===== src/rtl/bus_stat_pkg.sv =====
package bus_stat_pkg;

    typedef enum logic [1:0] {
        MODE_SLV_BUS = 2'b00,
        MODE_MASTER  = 2'b01,
        MODE_CLKSYNC = 2'b10,
        MODE_RSVD    = 2'b11
    } bus_mode_e;

    typedef enum logic [1:0] {
        FLG_IDLE  = 2'b00,
        FLG_SET   = 2'b01,
        FLG_ARMED = 2'b10
    } flg_state_e;

    // flag slot indices inside set/clear vectors
    localparam int SLOT_XFER = 0;
    localparam int SLOT_NORM = 1;
    localparam int SLOT_ERR  = 2;
    localparam int SLOT_CNT  = 3;

endpackage


===== src/rtl/bus_stat_set_decode.sv =====
module bus_stat_set_decode
    import bus_stat_pkg::*;
#(
    parameter int NUM_FLAGS = SLOT_CNT
) (
    input  logic [1:0]           mode,
    input  logic                 if_en,
    input  logic                 stop_det,
    input  logic                 frame_busy,
    input  logic                 xfer_evt,
    input  logic                 addr_match,
    input  logic                 irq_clr,
    output logic [NUM_FLAGS-1:0] set_vec,
    output logic [NUM_FLAGS-1:0] clr_vec
);

    bus_mode_e mode_e;
    logic      xfer_ok;

    assign mode_e = bus_mode_e'(mode);

    always_comb begin
        unique case (mode_e)
            MODE_SLV_BUS: xfer_ok = addr_match;
            MODE_MASTER:  xfer_ok = 1'b1;
            MODE_CLKSYNC: xfer_ok = 1'b1;
            default:      xfer_ok = 1'b0;
        endcase
    end

    always_comb begin
        set_vec            = '0;
        clr_vec            = '0;
        set_vec[SLOT_ERR]  = (mode_e == MODE_SLV_BUS) && stop_det && frame_busy;
        set_vec[SLOT_NORM] = (mode_e == MODE_SLV_BUS) && stop_det && !frame_busy;
        set_vec[SLOT_XFER] = xfer_evt && xfer_ok;
        clr_vec[SLOT_ERR]  = irq_clr;
        clr_vec[SLOT_NORM] = irq_clr;
        clr_vec[SLOT_XFER] = irq_clr && if_en;
    end

endmodule


===== src/rtl/bus_stat_flag_cell.sv =====
module bus_stat_flag_cell
    import bus_stat_pkg::*;
(
    input  logic clk,
    input  logic rst_n,
    input  logic set_evt,
    input  logic clr_evt,
    input  logic rd_strobe,
    input  logic wr_zero,
    output logic flag_o
);

    flg_state_e state_q, state_d;

    always_ff @(posedge clk or negedge rst_n) begin
        if (!rst_n) state_q <= FLG_IDLE;
        else        state_q <= state_d;
    end

    always_comb begin
        state_d = state_q;
        unique case (state_q)
            FLG_IDLE: begin
                if (set_evt) state_d = FLG_SET;                     // raise
            end
            FLG_SET: begin
                if (set_evt)        state_d = rd_strobe ? FLG_ARMED : FLG_SET;
                else if (clr_evt)   state_d = FLG_IDLE;             // flush
                else if (rd_strobe) state_d = FLG_ARMED;            // observe
            end
            FLG_ARMED: begin
                if (set_evt)                state_d = FLG_ARMED;
                else if (clr_evt || wr_zero) state_d = FLG_IDLE;    // flush / release
            end
            default: state_d = FLG_IDLE;
        endcase
    end

    always_comb begin
        flag_o = (state_q != FLG_IDLE);
    end

    assert_set_wins_R12: assert property (@(posedge clk) disable iff (!rst_n)
        set_evt |=> flag_o);

    assert_zero_write_unread_R9: assert property (@(posedge clk) disable iff (!rst_n)
        (state_q == FLG_SET && !clr_evt) |=> flag_o);

    assert_flush_R11: assert property (@(posedge clk) disable iff (!rst_n)
        (clr_evt && !set_evt) |=> !flag_o);

endmodule


===== src/rtl/bus_stat_flags.sv =====
module bus_stat_flags
    import bus_stat_pkg::*;
#(
    parameter int DATA_W  = 8,
    parameter int FLAG_LO = 5
) (
    input  logic              clk,
    input  logic              rst_n,
    input  logic [1:0]        mode,
    input  logic              if_en,
    input  logic              stop_det,
    input  logic              frame_busy,
    input  logic              xfer_evt,
    input  logic              addr_match,
    input  logic              irq_clr,
    input  logic              rd_en,
    input  logic              wr_en,
    input  logic [DATA_W-1:0] wr_data,
    output logic [DATA_W-1:0] rd_data,
    output logic              err_stop,
    output logic              norm_stop,
    output logic              xfer_irq,
    output logic              irq_flag
);

    localparam int NUM_FLAGS = SLOT_CNT;

    logic [NUM_FLAGS-1:0] set_vec;
    logic [NUM_FLAGS-1:0] clr_vec;
    logic [NUM_FLAGS-1:0] wr_zero;
    logic [NUM_FLAGS-1:0] flags;

    bus_stat_set_decode #(.NUM_FLAGS(NUM_FLAGS)) u_dec (
        .mode       (mode),
        .if_en      (if_en),
        .stop_det   (stop_det),
        .frame_busy (frame_busy),
        .xfer_evt   (xfer_evt),
        .addr_match (addr_match),
        .irq_clr    (irq_clr),
        .set_vec    (set_vec),
        .clr_vec    (clr_vec)
    );

    for (genvar i = 0; i < NUM_FLAGS; i++) begin : g_flag
        assign wr_zero[i] = wr_en && !wr_data[FLAG_LO + i];
        bus_stat_flag_cell u_cell (
            .clk       (clk),
            .rst_n     (rst_n),
            .set_evt   (set_vec[i]),
            .clr_evt   (clr_vec[i]),
            .rd_strobe (rd_en),
            .wr_zero   (wr_zero[i]),
            .flag_o    (flags[i])
        );
    end

    always_ff @(posedge clk or negedge rst_n) begin
        if (!rst_n)                 irq_flag <= 1'b0;
        else if (set_vec[SLOT_XFER]) irq_flag <= 1'b1;
        else if (irq_clr)           irq_flag <= 1'b0;
    end

    always_comb begin
        rd_data = '0;
        for (int k = 0; k < NUM_FLAGS; k++) rd_data[FLAG_LO + k] = flags[k];
    end

    assign err_stop  = flags[SLOT_ERR];
    assign norm_stop = flags[SLOT_NORM];
    assign xfer_irq  = flags[SLOT_XFER];

    assert_irq_with_xfer_R7: assert property (@(posedge clk) disable iff (!rst_n)
        (xfer_evt && (mode == 2'b01 || mode == 2'b10)) |=> (xfer_irq && irq_flag));

    assert_stop_other_mode_R4: assert property (@(posedge clk) disable iff (!rst_n)
        (mode != 2'b00 && !err_stop && !norm_stop) |=> (!err_stop && !norm_stop));

    assert_rsvd_no_xfer_R6: assert property (@(posedge clk) disable iff (!rst_n)
        (mode == 2'b11 && !xfer_irq) |=> !xfer_irq);

    assert_slave_need_match_R5: assert property (@(posedge clk) disable iff (!rst_n)
        (mode == 2'b00 && !addr_match && !xfer_irq) |=> !xfer_irq);

    assert_err_stop_R2: assert property (@(posedge clk) disable iff (!rst_n)
        (mode == 2'b00 && stop_det && frame_busy) |=> err_stop);

endmodule


===== config.mk =====
export PLATFORM = sky130hd
export DESIGN_NAME = bus_stat_flags
export DESIGN_NICKNAME = d
export VERILOG_FILES = /design/src/rtl/bus_stat_pkg.sv /design/src/rtl/bus_stat_set_decode.sv /design/src/rtl/bus_stat_flag_cell.sv /design/src/rtl/bus_stat_flags.sv
export SDC_FILE = /design/constraint.sdc
export NUM_CORES = 1
export LEC_CHECK = 0
export ABC_AREA = 0
export BUFFER_PORTS_ARGS = -buffer_cell sky130_fd_sc_hd__buf_2
export CORE_AREA = 4 4 41 43
export CTS_CLUSTER_SIZE = 14
export DETAILED_ROUTE_END_ITERATION = 10
export DIE_AREA = 0 0 45 47
export MAX_ROUTING_LAYER = met4
export PLACE_DENSITY_LB_ADDON = 0.1
export SYNTH_ARGS = -nofsm -noshare
export SYNTH_HDL_FRONTEND = slang
export SYNTH_SLANG_ARGS = --single-unit

===== constraint.sdc =====
create_clock -name clk -period 1.55 [get_ports clk]
set_input_delay 0.31 -clock clk [delete_from_list [all_inputs] [get_ports clk]]
set_output_delay 0.31 -clock clk [all_outputs]
set_load 0.02 [all_outputs]

Yosys cells after proc, flatten, opt, wreduce, memory -nomap -nowiden

Index checks and enable logic that the tools add are counted.

Bits in writable memories: 0
Output and inout port bits: 12
Bits in read-only memories: 0
Memories: 0
Latch bits: 0
Bits of input ports: 20
Register bits: 7

Magnitude comparators: 0
Divide/modulo/power cells: 0
Add/subtract/negate cells: 0
Eq/ne operators: 17
Multipliers: 0
Reduce and logical (&&, ||, !) cells: 27
Shift-type cells: 0
Multiplexer cells: 22
Bitwise logic cells: 0

Operator list:

| operator           | number |
|---|---|
| $mux 2             | 16 |
| $pmux 2 s3         | 3 |
| $ne 3x1->1 const B | 3 |
| $reduce_and 3->1   | 3 |
| $eq 2x1->1 const B | 4 |
| $eq 2x2->1 const B | 4 |
| $logic_and 1x1->1  | 8 |
| $logic_not 2->1    | 4 |
| $ne 4x3->1 const B | 2 |
| $reduce_bool 2->1  | 4 |
| $ne 2x1->1 const B | 3 |
| $logic_not 1->1    | 4 |
| $ne 4x2->1 const B | 1 |
| $logic_or 1x1->1   | 3 |
| $mux 1             | 2 |
| $pmux 1 s2         | 1 |
| $reduce_or 2->1    | 1 |

Longest topological paths before layout

Gate-level depths: netlist of run 1.

Word-level depth: 6
Depth in mapped cells: 5
Mapped depth without buffers: 5

Modules after synthesis

Synthesis of run 1 repeated with hierarchy kept, for this count alone.

Cell total of the unflattened synthesis: 54
Area total of the unflattened synthesis: 494.2 um2

Modules (own cells, without submodules):

| module              | area each (um2) | sequential area each (um2) | cells each | times used |
|---|---|---|---|---|
| bus_stat_flag_cell  | 96.3            | 50.0                       | 9          | 3 |
| bus_stat_flags      | 118.9           | 25.0                       | 15         | 1 |
| bus_stat_set_decode | 86.3            | 0.0                        | 12         | 1 |

Worst setup path before layout of run 1

OpenSTA, ideal clock, no wires.

Path type: input -> register
From: input mode[0]
To: register g_flag[0].u_cell.state_q[0]
Stages on the path: 5
Library setup time: 0.094 ns
Arrival: 1.193 ns
Slack: 0.263 ns
Path through: inv_1 > ha_1 > a21oi_1 > or3b_4 > a221oi_2

Cells in the longest elaborated chain, start to end: 6
Elaborated cells between the ends (all ways): 13

Ends and longest elaborated chain:

| item                                                            | line                      | RTL |
|---|---|---|
| start: declaration                                              | bus_stat_flags.sv:9       | `input logic [1:0] mode,` |
| $eq 2x1->1 / $eq 2x2->1 (equally long branches)                 | bus_stat_set_decode.sv:23 | `unique case (mode_e)` |
| $reduce_or 2->1 (no line)                                       | n/a                       |  |
| $pmux 1 s2 *                                                    | bus_stat_set_decode.sv:23 |  |
| $logic_and 1x1->1 *                                             | bus_stat_set_decode.sv:36 | `set_vec[SLOT_XFER] = xfer_evt && xfer_ok;` |
| $ne 4x2->1 (no line), or another cell as far along              | n/a                       |  |
| $reduce_and 3->1 (no line) / $pmux 2 s3 (equally long branches) | n/a                       |  |
| end signal: assignment                                          | bus_stat_flag_cell.sv:17  | `else state_q <= state_d;` |
| end: declaration                                                | bus_stat_flag_cell.sv:13  | `flg_state_e state_q, state_d;` |

Every way passes the cells marked *; elsewhere a longest branch is shown, timed or not.
A chain may end at the register's enable or synchronous reset.

Worst setup path after layout of run 1

From: register g_flag[0].u_cell.state_q[0]
To: output rd_data[5]

Cells in the longest elaborated chain, start to end: 1

Ends and longest elaborated chain:

| item              | line                     | RTL |
|---|---|---|
| $reduce_bool 2->1 | bus_stat_flag_cell.sv:40 | `flag_o = (state_q != FLG_IDLE);` |
| end: declaration  | bus_stat_flags.sv:19     | `output logic [DATA_W-1:0] rd_data,` |

Every way passes these cells.

==> metrics, run 1 <==
outcome=complete, no violations; EDFF count, synth=0; DR WL/cell=10.9 um; post-CTS resize count=0; largest net degree at the start of global routing=8; overall die area=about 0.0021 mm2; CTS Sinks=7; Netlist cell types=19; Chip Width=45 um; Fin Setup TNS=0 ns; hold path depth=2; Setup WS post-layout=0.0808 ns; grt met3 use=7.28%; antenna violations before repair=0; number of global-route vias before repair=between 300 and 400; IO buf count=21; drc violations=0; DRT Pass-1 Iters=1; Crit path max-delay family=flip-flops; CTS tree=built; Cell Chain, Critical Path=or2_2 -> buf_2; P per Cell Area=1210 mW/mm2; Post-Syn Area per Cell=9.40 um2; worst r2r path cells=3; fill cell count=~150; nets=94; Tot GR Track Use=~11%; Yosys reg bits=7; critical path depth=2; worst-case clock skew=0.00331 ns; crit path buf inv count=1; Clock Latency Late Sink=0.26 ns; Worst setup SP type=register; Slew Limit Fails=0; post-synthesis sequential area ratio=approximately two fifths; cell count after synthesis=49; final cycle utilization of the critical path=94.8%; total CTS buffers=3; first-pass GRT wire length=around 1.5 mm; dominant cell type by area after synthesis=dfrtp_1; Hold/Removal Path Class=input port to register; Worst path max stage delay=0.43 ns; Final ANT Viol Nets=0; VDD IR-drop max=0.000576 V; Vias/cell=4.47; Data required, critical path=1.24 ns; Final setup viols=0; met1 Use GR=12.9%; P&R area growth vs syn=25.0%; clock transition at the registers of the reported paths=approximately 0.050 ns; Finished Cell Area=576 um2; top post-synthesis cells by area=dfrtp_1, buf_4, ha_1; Final min period=approximately 1.5 ns; clk root buf=clkbuf_4; static leakage power=0.308 nW; Yosys warning total=0; DP Worst Slack=around 0.11 ns; met2 global-route usage=14.4%; Initial Util=35.4%; Setup CP Type=register to primary output; crit path capture type=primary output; core area=0.00130 mm2; Post-Syn Area=between 400 and 500 um2; Synth Flop Type=dfrtp_1; total number of H-tree levels=1; drt total wl=936 um; ys async rst share=100%; Max-Cap Viols=0; initial DRC count=0; Ports=32; Die Y=47 um; fmax=~680 MHz; CP max-delay cell=dfrtp_1; row count=13; clock buffer depth=2; global-route layer with the greatest usage=met2; GRT Residual Overflow=0; top post-synthesis cells by count=buf_4, dfrtp_1, a21oi_1, nand2_1; unrepaired setup endpoints after global routing=false; CP arrival=1.16 ns; Antenna Cells=0; area share of the largest cell type after synthesis=about two fifths; final core utilization=44.2%; Vias=384; GPL Wtd Cong=between 0.6 and 0.7; Final Hold Fails=0; Post-DP Area=539 um2; share of cells above drive strength 1=40.8%; crit-path max FO=5; most numerous cell in the Yosys netlist=buf_4; hpwl dp=about 740 um
[worst paths after layout]
| kind | start | to | slack, ns |
|---|---|---|---|
| max | g_flag[0].u_cell.state_q[0] | rd_data[5] | 0.08 |
| min | rd_en | g_flag[0].u_cell.state_q[0] | 0.29 |
| max reg2reg | g_flag[0].u_cell.state_q[0] | g_flag[0].u_cell.state_q[1] | 0.64 |
| min reg2reg | g_flag[0].u_cell.state_q[1] | g_flag[0].u_cell.state_q[0] | 0.48 |
| max in group asynchronous | rst_n | g_flag[0].u_cell.state_q[0] | 0.98 |
| min in group asynchronous | rst_n | g_flag[2].u_cell.state_q[0] | 0.41 |
[cells in the final DEF (no fill, tap or decap)]
cell / synthesis / layout
or2_2: 3 / 3
conb_1: 1 / 5
nand3b_1: 1 / 1
nor2b_1: 1 / 1
buf_2: 0 / 21
nand2b_1: 3 / 3
dfrtp_1: 7 / 7
ha_1: 2 / 2
inv_1: 3 / 3
dlygate4sd3_1: 0 / 1
o21bai_1: 2 / 2
a21oi_1: 4 / 4
mux2i_1: 1 / 1
clkbuf_1: 0 / 1
o21ai_0: 2 / 2
or3b_4: 1 / 1
clkbuf_4: 0 / 3
a221oi_2: 1 / 1
nand3_1: 1 / 1
a21boi_0: 2 / 2
a221oi_1: 2 / 2
nand2_1: 4 / 4
[state kept, by name, summed over array words and instances (netlist names)]
name                   cells
g_flag.u_cell.state_q      6
irq_flag                   1
[worst reg2reg max path: cells and delay by family (launching register included)]
kind	cells	cell delay [ns]
DFF	1	0.43
AOI/OAI and AO/OA	2	0.22
and+or+nand+nor	1	0.16
[where the power goes]
group          internal (mW)  leakage (nW)  switching [mW]
clock                 0.0987        0.0150          0.0740
combinational          0.116         0.200           0.152
sequential             0.218        0.0932          0.0403
total                  0.432         0.308           0.266
[through the flow]
step	instances	power, mW	hold WS (ns)
final	86	0.698	0.289
after global placement	81	0.529	0.157
after detailed placement	81	0.529	0.156
after floorplan	53	0.482	0.0144
after global routing	86	0.757	0.292
after CTS	86	0.715	0.282
[area by class of cell]
class                   count  area, um2  area share [%]
multi-input cells          35        229            39.8
flip-flops and latches      7        175            30.4
repair buffers             22        115            20.0
clock buffers               4       26.3            4.57
well taps                  15       18.8            3.26
inverters                   3       11.3            1.96
[what timing repair did]
item / 4_1_cts / 5_1_grt
hold endpoints to repair: 7 / 0
buffers inserted: 0 / 0
hold buffers: 1 / 0
[logic make-up after synthesis]
logic type      Yosys count  share of synthesized area [%]
mux                       1                           2.17
simple gates             14                           17.9
fa+ha+maj                 2                           5.43
compound gates           13                           20.1
other cells               1                          0.814
buf+inv                  11                           15.5
flops                     7                           38.0
[metal layers]
layer	routed length, um	vias to the layer above
li1	-	199
met1	431	161
met2	378	22
met3	117	2
met4	9	0
met5	0	-
Note: power is estimated with default switching activity, not from simulation.
==> run 2: changes to the inputs <==
GPL_TIMING_DRIVEN = 0   (was unset)
==> run 2 against run 1 <==
Against the previous run: clock-buffer cell count unchanged; combinational power up 55%; utilization is 9.8 points higher; worst hold slack improved by 0.0092 ns; clock skew decreased by 0.0023 ns; total power increased by 17%; non-clock buffer count rose by 16; critical path type unchanged; highest routed layer unchanged.
==> metrics, run 2 (same netlist as run 1, synthesis figures left out) <==
outcome=complete, no violations; hold path depth=2; Final ANT Viol Nets=0; Final setup viols=0; clock buffer depth=2; VDD IR-drop max=0.000821 V; total power=820 uW; Final min period=1.51 ns; Worst path max stage delay=0.39 ns; drc violations=0; DR WL/cell=10.0 um; reg2reg end=g_flag[0].u_cell.state_q[1]; total CTS buffers=3; static leakage power=0.393 nW; Worst setup SP type=register; first-pass GRT wire length=about 1.5 mm; nets=110; hpwl dp=782 um; Tot GR Track Use=11.2%; Vias=447; initial DRC count=2; CP arrival=between 1 and 1.5 ns; worst-case clock skew=0.00102 ns; GRT Residual Overflow=0; Vias/cell=4.38; antenna violations before repair=0; CTS tree=built; crit path capture type=primary output; overall die area=0.00212 mm2; Final Hold Fails=0; Die Y=47 um; Chip Width=approximately 45 um; most frequent cells in the layout=buf_2, buf_4, dfrtp_1, conb_1; commonest non-fill, non-tap cell in the layout=buf_2; clk root buf=clkbuf_4; r2r setup slk=0.43 ns; crit-path max FO=3; beginning of the worst hold path=rd_en; Min Hold Slack=0.298 ns; Inst Count DP=89; Initial Util=35.4%; GPL Wtd Cong=0.612; Regs by FF count=g_flag.u_cell.state_q: 6 flops, irq_flag: 1 flops; final cell count without fillers=102; share of cells above drive strength 1=51.7%; Setup CP Type=register to primary output; clock transition at the registers of the reported paths=0.05 ns; P&R area growth vs syn=52.7%; Largest Register=g_flag.u_cell.state_q; drt total wl=1.03 mm; fmax=~660 MHz; worst r2r path cells=5; number of global-route vias before repair=380; max reg flops=6; Slew Limit Fails=0; Max-Cap Viols=0; final cycle utilization of the critical path=between 90 and 100%; row count=13; DRT Pass-1 Iters=2; CP max-delay cell=dfrtp_1; Antenna Cells=0; CTS Sinks=7; Cell Chain, Critical Path=or2_2 -> buf_4 -> buf_2; Data required, critical path=1.24 ns; RR Startpoint=g_flag[0].u_cell.state_q[0]; IO buf count=21; total number of H-tree levels=1; largest net degree at the start of global routing=8; Clock Latency Late Sink=0.25 ns; P per Cell Area=between 1000 and 1500 mW/mm2; Worst Hold End=g_flag[0].u_cell.state_q[0]; Ports=32; core area=0.00130 mm2; Hold/Removal Path Class=input port to register
## run 2: cell types whose count changed in the layout (fill, tap and decap cells not counted), sizes merged
cell	before	now
buf	21	37
## run 2: power by group
part | internal (mW) | switching [mW] | total (mW)
Combinational | 0.223 | 0.193 | 0.416
Clock | 0.0982 | 0.0671 | 0.165
Sequential | 0.218 | 0.0207 | 0.238
Total | 0.539 | 0.281 | 0.820
## run 2: cell type report
type                       count  area (um2)
inverter                       3        11.3
buffer                         8        60.1
multi-input combinational     35         234
timing repair buffer          30         178
clock buffer                   4        26.3
tap                           15        18.8
fill                         133         598
sequential                     7         175
## run 2: critical path: cells and delay by family, from the launching register on
kind	cells	cell delay (ns)
buffers and inverters	2	0.28
flip-flops	1	0.39
AND/OR/NAND/NOR	1	0.29
## run 2: repair_timing
action,CTS,global route
setup buffers,3,5
hold buffers,1,0
setup endpoints to repair,3,3
gates resized for setup,0,3
hold endpoints to repair,7,0
## run 2: worst max-delay path by stage
stage	from	to	cells past startpoint	slack, ns
after floorplan	mode[0]	g_flag[0].u_cell.state_q[0]	5	0.26
after detailed placement	mode[0]	g_flag[0].u_cell.state_q[0]	6	0.11
after CTS	g_flag[0].u_cell.state_q[1]	rd_data[5]	3	0.01
final	g_flag[1].u_cell.state_q[0]	rd_data[6]	3	0.04
after global placement	mode[0]	g_flag[0].u_cell.state_q[0]	6	0.12
after global routing	g_flag[1].u_cell.state_q[0]	rd_data[6]	3	-0.008
## run 2: metal layers
metal  routed length (um)  GRT usage [%]  share of wire, %  vias to the layer above
met4                    9           5.26              0.88                        0
met2                  471           17.2                46                       22
met1                  408           11.6                40                      190
met5                    0              -                 0                        -
li1                     -              -                 -                      233
met3                  136           6.13                13                        2
## run 2: per-stage QoR
stage | setup WS [ns] | instance area, um2 | utilization [%] | setup TNS, ns
floorplan | 0.263 | 475 | - | 0
global placement | 0.121 | 599 | 46.1 | 0
detailed placement | 0.114 | 599 | 46.1 | 0
CTS | 0.0106 | 658 | 50.6 | 0
global route | -0.00759 | 703 | 54.0 | -0.00759
finish | 0.0420 | 703 | 54.0 | 0
